--- src/rtl/wdg_pkg.sv ---
package wdg_pkg;
  localparam int CFG_EN_BIT   = 7;
  localparam int CFG_LONG_BIT = 6;
  localparam int CFG_BUS_BIT  = 5;

  typedef struct packed {
    logic en;
    logic long_to;
    logic bus_clk;
  } wdg_cfg_t;

  localparam wdg_cfg_t CFG_DEFAULT = '{en: 1'b1, long_to: 1'b1, bus_clk: 1'b0};
endpackage

--- src/rtl/wdg_cfg_lock.sv ---
module wdg_cfg_lock
  import wdg_pkg::*;
(
  input  logic     clk_i,
  input  logic     rst_ni,
  input  logic     wr_i,
  input  wdg_cfg_t wdata_i,
  input  logic     clr_i,
  output wdg_cfg_t cfg_o,
  output logic     locked_o
);
  always_ff @(posedge clk_i or negedge rst_ni) begin
    if (!rst_ni) begin
      cfg_o    <= CFG_DEFAULT;
      locked_o <= 1'b0;
    end else if (clr_i) begin
      cfg_o    <= CFG_DEFAULT;
      locked_o <= 1'b0;
    end else if (wr_i && !locked_o) begin
      cfg_o    <= wdata_i;
      locked_o <= 1'b1;
    end
  end

  AST_LOCK_HOLDS: assert property (@(posedge clk_i) disable iff (!rst_ni)
    (locked_o && !clr_i) |=> $stable(cfg_o));
  AST_CLR_REOPENS: assert property (@(posedge clk_i) disable iff (!rst_ni)
    clr_i |=> (cfg_o == CFG_DEFAULT && !locked_o));
endmodule

--- src/rtl/wdg_limit_sel.sv ---
module wdg_limit_sel #(
  parameter int SLOW_SHORT_LOG2 = 5,
  parameter int SLOW_LONG_LOG2  = 8,
  parameter int BUS_SHORT_LOG2  = 13,
  parameter int BUS_LONG_LOG2   = 18,
  parameter int CNT_W           = 18
) (
  input  logic             bus_clk_i,
  input  logic             long_i,
  output logic [CNT_W-1:0] lim_m1_o
);
  logic [CNT_W-1:0] tab [4];

  // index = {count source, long}
  for (genvar g = 0; g < 4; g++) begin : g_lim
    localparam int L = (g == 0) ? SLOW_SHORT_LOG2 :
                       (g == 1) ? SLOW_LONG_LOG2  :
                       (g == 2) ? BUS_SHORT_LOG2  : BUS_LONG_LOG2;
    assign tab[g] = CNT_W'((64'd1 << L) - 64'd1);
  end

  assign lim_m1_o = tab[{bus_clk_i, long_i}];
endmodule

--- src/rtl/wdg_counter.sv ---
module wdg_counter #(
  parameter int CNT_W = 18
) (
  input  logic             clk_i,
  input  logic             rst_ni,
  input  logic             en_i,
  input  logic             step_i,
  input  logic             svc_i,
  input  logic [CNT_W-1:0] lim_m1_i,
  output logic             bite_o,
  output logic [CNT_W-1:0] cnt_o
);
  always_ff @(posedge clk_i or negedge rst_ni) begin
    if (!rst_ni) begin
      cnt_o  <= '0;
      bite_o <= 1'b0;
    end else if (bite_o) begin
      cnt_o  <= '0;
      bite_o <= 1'b0;
    end else if (svc_i || !en_i) begin
      cnt_o  <= '0;
    end else if (step_i) begin
      // >= keeps a shortened limit after a config change safe
      if (cnt_o >= lim_m1_i) begin
        cnt_o  <= '0;
        bite_o <= 1'b1;
      end else begin
        cnt_o <= cnt_o + CNT_W'(1);
      end
    end
  end

  AST_PULSE_SINGLE: assert property (@(posedge clk_i) disable iff (!rst_ni)
    bite_o |=> !bite_o);
  AST_SVC_CLEARS: assert property (@(posedge clk_i) disable iff (!rst_ni)
    (svc_i && !bite_o) |=> (cnt_o == '0 && !bite_o));
  AST_DISABLED_QUIET: assert property (@(posedge clk_i) disable iff (!rst_ni)
    !en_i |=> !bite_o);
  AST_STEP_ADVANCE: assert property (@(posedge clk_i) disable iff (!rst_ni)
    (en_i && step_i && !svc_i && !bite_o && cnt_o < lim_m1_i)
      |=> (cnt_o == $past(cnt_o) + CNT_W'(1)));
  AST_IDLE_HOLD: assert property (@(posedge clk_i) disable iff (!rst_ni)
    (en_i && !step_i && !svc_i && !bite_o) |=> $stable(cnt_o));
endmodule

--- src/rtl/wdg_core.sv ---
module wdg_core
  import wdg_pkg::*;
#(
  parameter int ADDR_W          = 8,
  parameter int DATA_W          = 8,
  parameter logic [ADDR_W-1:0] CFG_ADDR = 8'h03,
  parameter logic [ADDR_W-1:0] SVC_ADDR = 8'h00,
  parameter int SLOW_SHORT_LOG2 = 5,
  parameter int SLOW_LONG_LOG2  = 8,
  parameter int BUS_SHORT_LOG2  = 13,
  parameter int BUS_LONG_LOG2   = 18
) (
  input  logic              clk_i,
  input  logic              rst_ni,
  input  logic              tick_i,
  input  logic              bus_sel_i,
  input  logic              bus_we_i,
  input  logic [ADDR_W-1:0] bus_addr_i,
  input  logic [DATA_W-1:0] bus_wdata_i,
  output logic [DATA_W-1:0] bus_rdata_o,
  output logic              wdg_rst_o
);
  localparam int MAX_SLOW = (SLOW_LONG_LOG2 > SLOW_SHORT_LOG2) ? SLOW_LONG_LOG2 : SLOW_SHORT_LOG2;
  localparam int MAX_BUS  = (BUS_LONG_LOG2 > BUS_SHORT_LOG2) ? BUS_LONG_LOG2 : BUS_SHORT_LOG2;
  localparam int CNT_W    = (MAX_BUS > MAX_SLOW) ? MAX_BUS : MAX_SLOW;

  logic             cfg_wr, svc_wr, bite, locked;
  wdg_cfg_t         cfg_q, cfg_wdata;
  logic [CNT_W-1:0] lim_m1, cnt;
  logic             unused_sig;

  assign cfg_wr    = bus_sel_i && bus_we_i && (bus_addr_i == CFG_ADDR);
  assign svc_wr    = bus_sel_i && bus_we_i && (bus_addr_i == SVC_ADDR);
  assign cfg_wdata = '{en:      bus_wdata_i[CFG_EN_BIT],
                       long_to: bus_wdata_i[CFG_LONG_BIT],
                       bus_clk: bus_wdata_i[CFG_BUS_BIT]};
  assign unused_sig = ^{bus_wdata_i, locked, cnt};

  wdg_cfg_lock u_cfg (
    .clk_i    (clk_i),
    .rst_ni   (rst_ni),
    .wr_i     (cfg_wr),
    .wdata_i  (cfg_wdata),
    .clr_i    (bite),
    .cfg_o    (cfg_q),
    .locked_o (locked)
  );

  wdg_limit_sel #(
    .SLOW_SHORT_LOG2 (SLOW_SHORT_LOG2),
    .SLOW_LONG_LOG2  (SLOW_LONG_LOG2),
    .BUS_SHORT_LOG2  (BUS_SHORT_LOG2),
    .BUS_LONG_LOG2   (BUS_LONG_LOG2),
    .CNT_W           (CNT_W)
  ) u_lim (
    .bus_clk_i (cfg_q.bus_clk),
    .long_i    (cfg_q.long_to),
    .lim_m1_o  (lim_m1)
  );

  wdg_counter #(.CNT_W(CNT_W)) u_cnt (
    .clk_i    (clk_i),
    .rst_ni   (rst_ni),
    .en_i     (cfg_q.en),
    .step_i   (cfg_q.bus_clk | tick_i),
    .svc_i    (svc_wr),
    .lim_m1_i (lim_m1),
    .bite_o   (bite),
    .cnt_o    (cnt)
  );

  assign wdg_rst_o = bite;

  always_comb begin
    bus_rdata_o = '0;
    if (bus_addr_i == CFG_ADDR) begin
      bus_rdata_o[CFG_EN_BIT]   = cfg_q.en;
      bus_rdata_o[CFG_LONG_BIT] = cfg_q.long_to;
      bus_rdata_o[CFG_BUS_BIT]  = cfg_q.bus_clk;
    end
  end

  always_comb begin
    if (bus_addr_i != CFG_ADDR) begin
      AST_RDATA_ZERO: assert (bus_rdata_o == '0);
    end
  end

  AST_NO_WRITE_WHILE_LOCKED: assert property (@(posedge clk_i) disable iff (!rst_ni)
    (cfg_wr && locked && !bite) |=> (bus_addr_i != CFG_ADDR || $stable(cfg_q)));
endmodule

--- config.mk ---
export PLATFORM = sky130hd
export DESIGN_NAME = wdg_core
export DESIGN_NICKNAME = d
export VERILOG_FILES = /design/src/rtl/wdg_pkg.sv /design/src/rtl/wdg_cfg_lock.sv /design/src/rtl/wdg_limit_sel.sv /design/src/rtl/wdg_counter.sv /design/src/rtl/wdg_core.sv
export SDC_FILE = /design/constraint.sdc
export NUM_CORES = 1
export LEC_CHECK = 0
export CORE_ASPECT_RATIO = 0.9
export CORE_UTILIZATION = 48
export CTS_CLUSTER_DIAMETER = 50
export DETAILED_ROUTE_END_ITERATION = 12
export GPL_ROUTABILITY_DRIVEN = 0
export HOLD_SLACK_MARGIN = 0.02
export PLACE_DENSITY = 0.72
export SLEW_MARGIN = 25
export SYNTH_ARGS = -nofsm -noshare
export SYNTH_HDL_FRONTEND = slang
export SYNTH_HIERARCHICAL = 1
export SYNTH_SLANG_ARGS = --single-unit
--- constraint.sdc ---
create_clock -name clk_i -period 3 [get_ports clk_i]
set_clock_uncertainty 0.2 [all_clocks]
set_input_delay 0.6 -clock clk_i [delete_from_list [all_inputs] [get_ports clk_i]]
set_output_delay 0.6 -clock clk_i [all_outputs]
set_load 0.005 [all_outputs]
==> key figures <==
Synthesis
  – Top-area cell type share of the netlist area: approximately a quarter
  – Post-synthesis register bit count: 23
  – Post-synth ARST share: between 90% and 100%
  – Number of synthesized flops with an enable pin: 0
  – XOR/XNOR share of the synthesized area: 0%
  – Top cells by area, synth: dfrtp_1, ha_1, buf_4
  – Most used DFF post-synth: dfrtp_1
  – Average cell area after synthesis: about 8.4 µm²
  – Most frequent cells after synthesis: inv_1, buf_4, dfrtp_1, nand2_1, ha_1
  – Dominant cell type by area after synthesis: dfrtp_1
  – Seq/Total Area, Yosys: 29.3%
  – Post-Syn Area: 1970 µm²
  – Post-synthesis compound-gate area fraction: between 10% and 20%
  – Post-Syn Instances: 236
  – Unique cell type count in the Yosys netlist: 47
  – Mux contribution to synthesized area: 3.04%
  – Most frequent cell after synthesis: inv_1
  – Synth Area in Simple Gates: between 20% and 30%
  – Warnings, synthesis: 6
  – Adder-cell share of the synthesized area: approximately an eighth
  – Main combinational cell family by area after synthesis: simple AND/OR/NAND/NOR gates

Worst setup path
  – Worst setup EP type: register
  – Critical Path Max Stage Delay: between 0.5 and 0.6 ns
  – Crit-path leading delay family: compound AO/OA/AOI/OAI gates
  – Max FO, Critical Path: 7
  – Worst EP required: around 3 ns
  – CP arrival: about 2.8 ns
  – Top cell by count, worst path: a21o_1
  – Crit path cell chain: and2_2 -> inv_1 -> ha_1 -> a21o_1 -> a21o_1 -> a21o_1 -> a21o_4 -> or4_1 -> a21oi_1
  – Buf/Inv on CP: 1
  – Critical Path Start Type: register
  – Crit Path Category: reg2reg
  – Crit-path slowest cell: dfstp_2

Layout
  – Final Instance Area: roughly 2200 µm²
  – Fill count: between 300 and 400
  – Share of cells above drive strength 1: a little under an eighth
  – P&R area growth vs syn: 12.5%
  – Post-route core utilization: roughly 58%
  – N_diodes: 0
  – Final #Nets: 291

Timing
  – RSZ-0062 raised after global routing: no
  – Final setup vio count: 0
  – TNS Setup: 0 ns
  – Final worst path period need: roughly 2.8 ns
  – Fin Hold WS: roughly 0.33 ns
  – Final Hold Violating Endpoints: 0
  – Fin. max-slew vios: 0
  – Final period util: a little over nine tenths
  – F_max: about 350 MHz

Clock tree
  – Root Buffer: clkbuf_8
  – # H-tree levels: 1
  – Post-cts sizing count: 3
  – Hold-fix buffers, CTS: 0
  – Clk pin slew, worst setup/hold paths: around 0.080 ns
  – CTS tree: built
  – Clock latency on the worst-skew pair: around 0.27 ns
  – CTS Buf Count: 3
  – Post-CTS Repair Setup Buffers: 0
  – Clock Tree Buf Depth: 2
  – Clock sinks: 23

Detailed routing
  – Starting DRT DRC Count: 84
  – # DRC: 0
  – Wire per inst: 13.9 µm
  – Routed Antenna Nets: 0
  – Drt pass-1 iters: 4
  – WL final: approximately 4.1 mm
  – Via count: 1654
  – Vias/cell: ~5.6

Min path
  – Hold WC Path Type: reg2reg

Floorplan
  – Core Box Area: 3840 µm²
  – DIE AREA: around 4400 µm²
  – Starting density of the core: 51.4%
  – Ports: 30
  – Die Height: between 60 and 70 µm
  – Rows: 21
  – Die Span X: slightly below 70 µm

Status
  – Outcome: finished clean

Global routing
  – GRT Total Usage: between 20% and 30%
  – GRT overflow: 0
  – Vias in the first global route: about 1600
  – First-pass GRT wire length: roughly 7.4 mm
  – Initial antenna violation count: 0
  – Largest net degree at the start of global routing: 24

Power and ir drop
  – P_leak: between 0.001 and 0.0015 µW
  – Worst ir drop on vdd: ~0.00032 V
  – Pwr/cell area: 403 nW/µm²

Place
  – Post-DP Area: 2160 µm²
  – Post-DP HPWL: about 3.2 mm
  – I/O Buffers: 19

Job
  – Total of max-cap violations: 0
[report_power, final]
part           internal (µW)  switching, µW  total [µW]
logic                    139            129         268
clock network           93.0            104         197
registers                359           69.7         429
[area by class of cell]
class / instances / area (µm²) / share of cell area (%)
multi-input combinational: 170 / 1170 / 52.7
clock buffer: 3 / 41.3 / 1.86
clock inverter: 1 / 5.00 / 0.225
timing repair buffer: 30 / 282 / 12.7
tap: 46 / 57.6 / 2.59
sequential: 23 / 578 / 26.0
inverter: 23 / 86.3 / 3.89
[layer usage]
layer  track usage (%)  wire, µm
met1              29.7      2110
met2              32.5      1820
met3              3.71       139
met4              7.65        58
met5                 0         0
[flip-flops by register name, indices dropped and copies added (netlist names)]
signal	count
u_cnt/cnt_o	18
u_cfg/cfg_o	3
u_cfg/locked_o	1
u_cnt/bite_o	1
[through the flow]
step                      power (µW)  setup WS [ns]  cells
after floorplan                  627          0.287    244
after global placement           691        -0.0737    292
after detailed placement         697        -0.0861    292
after CTS                        898          0.132    296
after global routing             973        0.00110    296
final                            894          0.170    296
[path summary, 6_finish.rpt]
path                                 startpoint              end  slack, ns  cells after the start
worst max-delay path             u_cfg/cfg_o[1]   u_cnt/cnt_o[6]       0.17                      9
worst min-delay path            u_cnt/cnt_o[16]  u_cnt/cnt_o[16]       0.33                      1
worst max register to register   u_cfg/cfg_o[1]   u_cnt/cnt_o[6]       0.17                      9
worst min register to register  u_cnt/cnt_o[16]  u_cnt/cnt_o[16]       0.33                      1
max in group asynchronous                rst_ni   u_cfg/cfg_o[2]       1.83                      2
min in group asynchronous                rst_ni  u_cnt/cnt_o[15]       0.48                      2
[layout by cell type, fill, tap and decap left out, drive strengths merged, types with 2 or more instances in the layout]
| cell type | instances |
|---|---|
| inv | 23 |
| nand2 | 21 |
| dfrtp | 21 |
| ha | 19 |
| nor2 | 19 |
| clkdlybuf4s50 | 16 |
| buf | 11 |
| conb | 10 |
| nand4 | 10 |
| nor3 | 9 |
| a21oi | 9 |
| nand3 | 8 |
| mux2i | 6 |
| o21ai | 5 |
| or2 | 5 |
| a221o | 4 |
| a31oi | 4 |
| o31a | 4 |
| a21o | 4 |
| nor4 | 4 |
| nand4bb | 3 |
| clkbuf | 3 |
| dlygate4sd2 | 3 |
| nand2b | 3 |
| a22o | 3 |
| dfstp | 2 |
| and3 | 2 |
| and4 | 2 |
| o311ai | 2 |
| or4 | 2 |
| nor2b | 2 |
[logic make-up (layout without fill, tap and decap cells)]
family	count (synthesis)	count (layout)
adder cells (fa/ha/maj)	19	19
multiplexers	6	6
buffers and inverters	51	57
AO/OA/AOI/OAI	43	43
flip-flops	23	23
AND/OR/NAND/NOR	92	92
other	2	10
[worst reg2reg max path, stage by stage (launching register included)]
cell     delay (ns)
dfstp_2        0.55
and2_2         0.19
inv_1          0.05
ha_1           0.30
a21o_1         0.17
a21o_1         0.18
a21o_1         0.22
a21o_4         0.22
or4_1          0.51
a21oi_1        0.16
(Power assumes the default switching activity.)
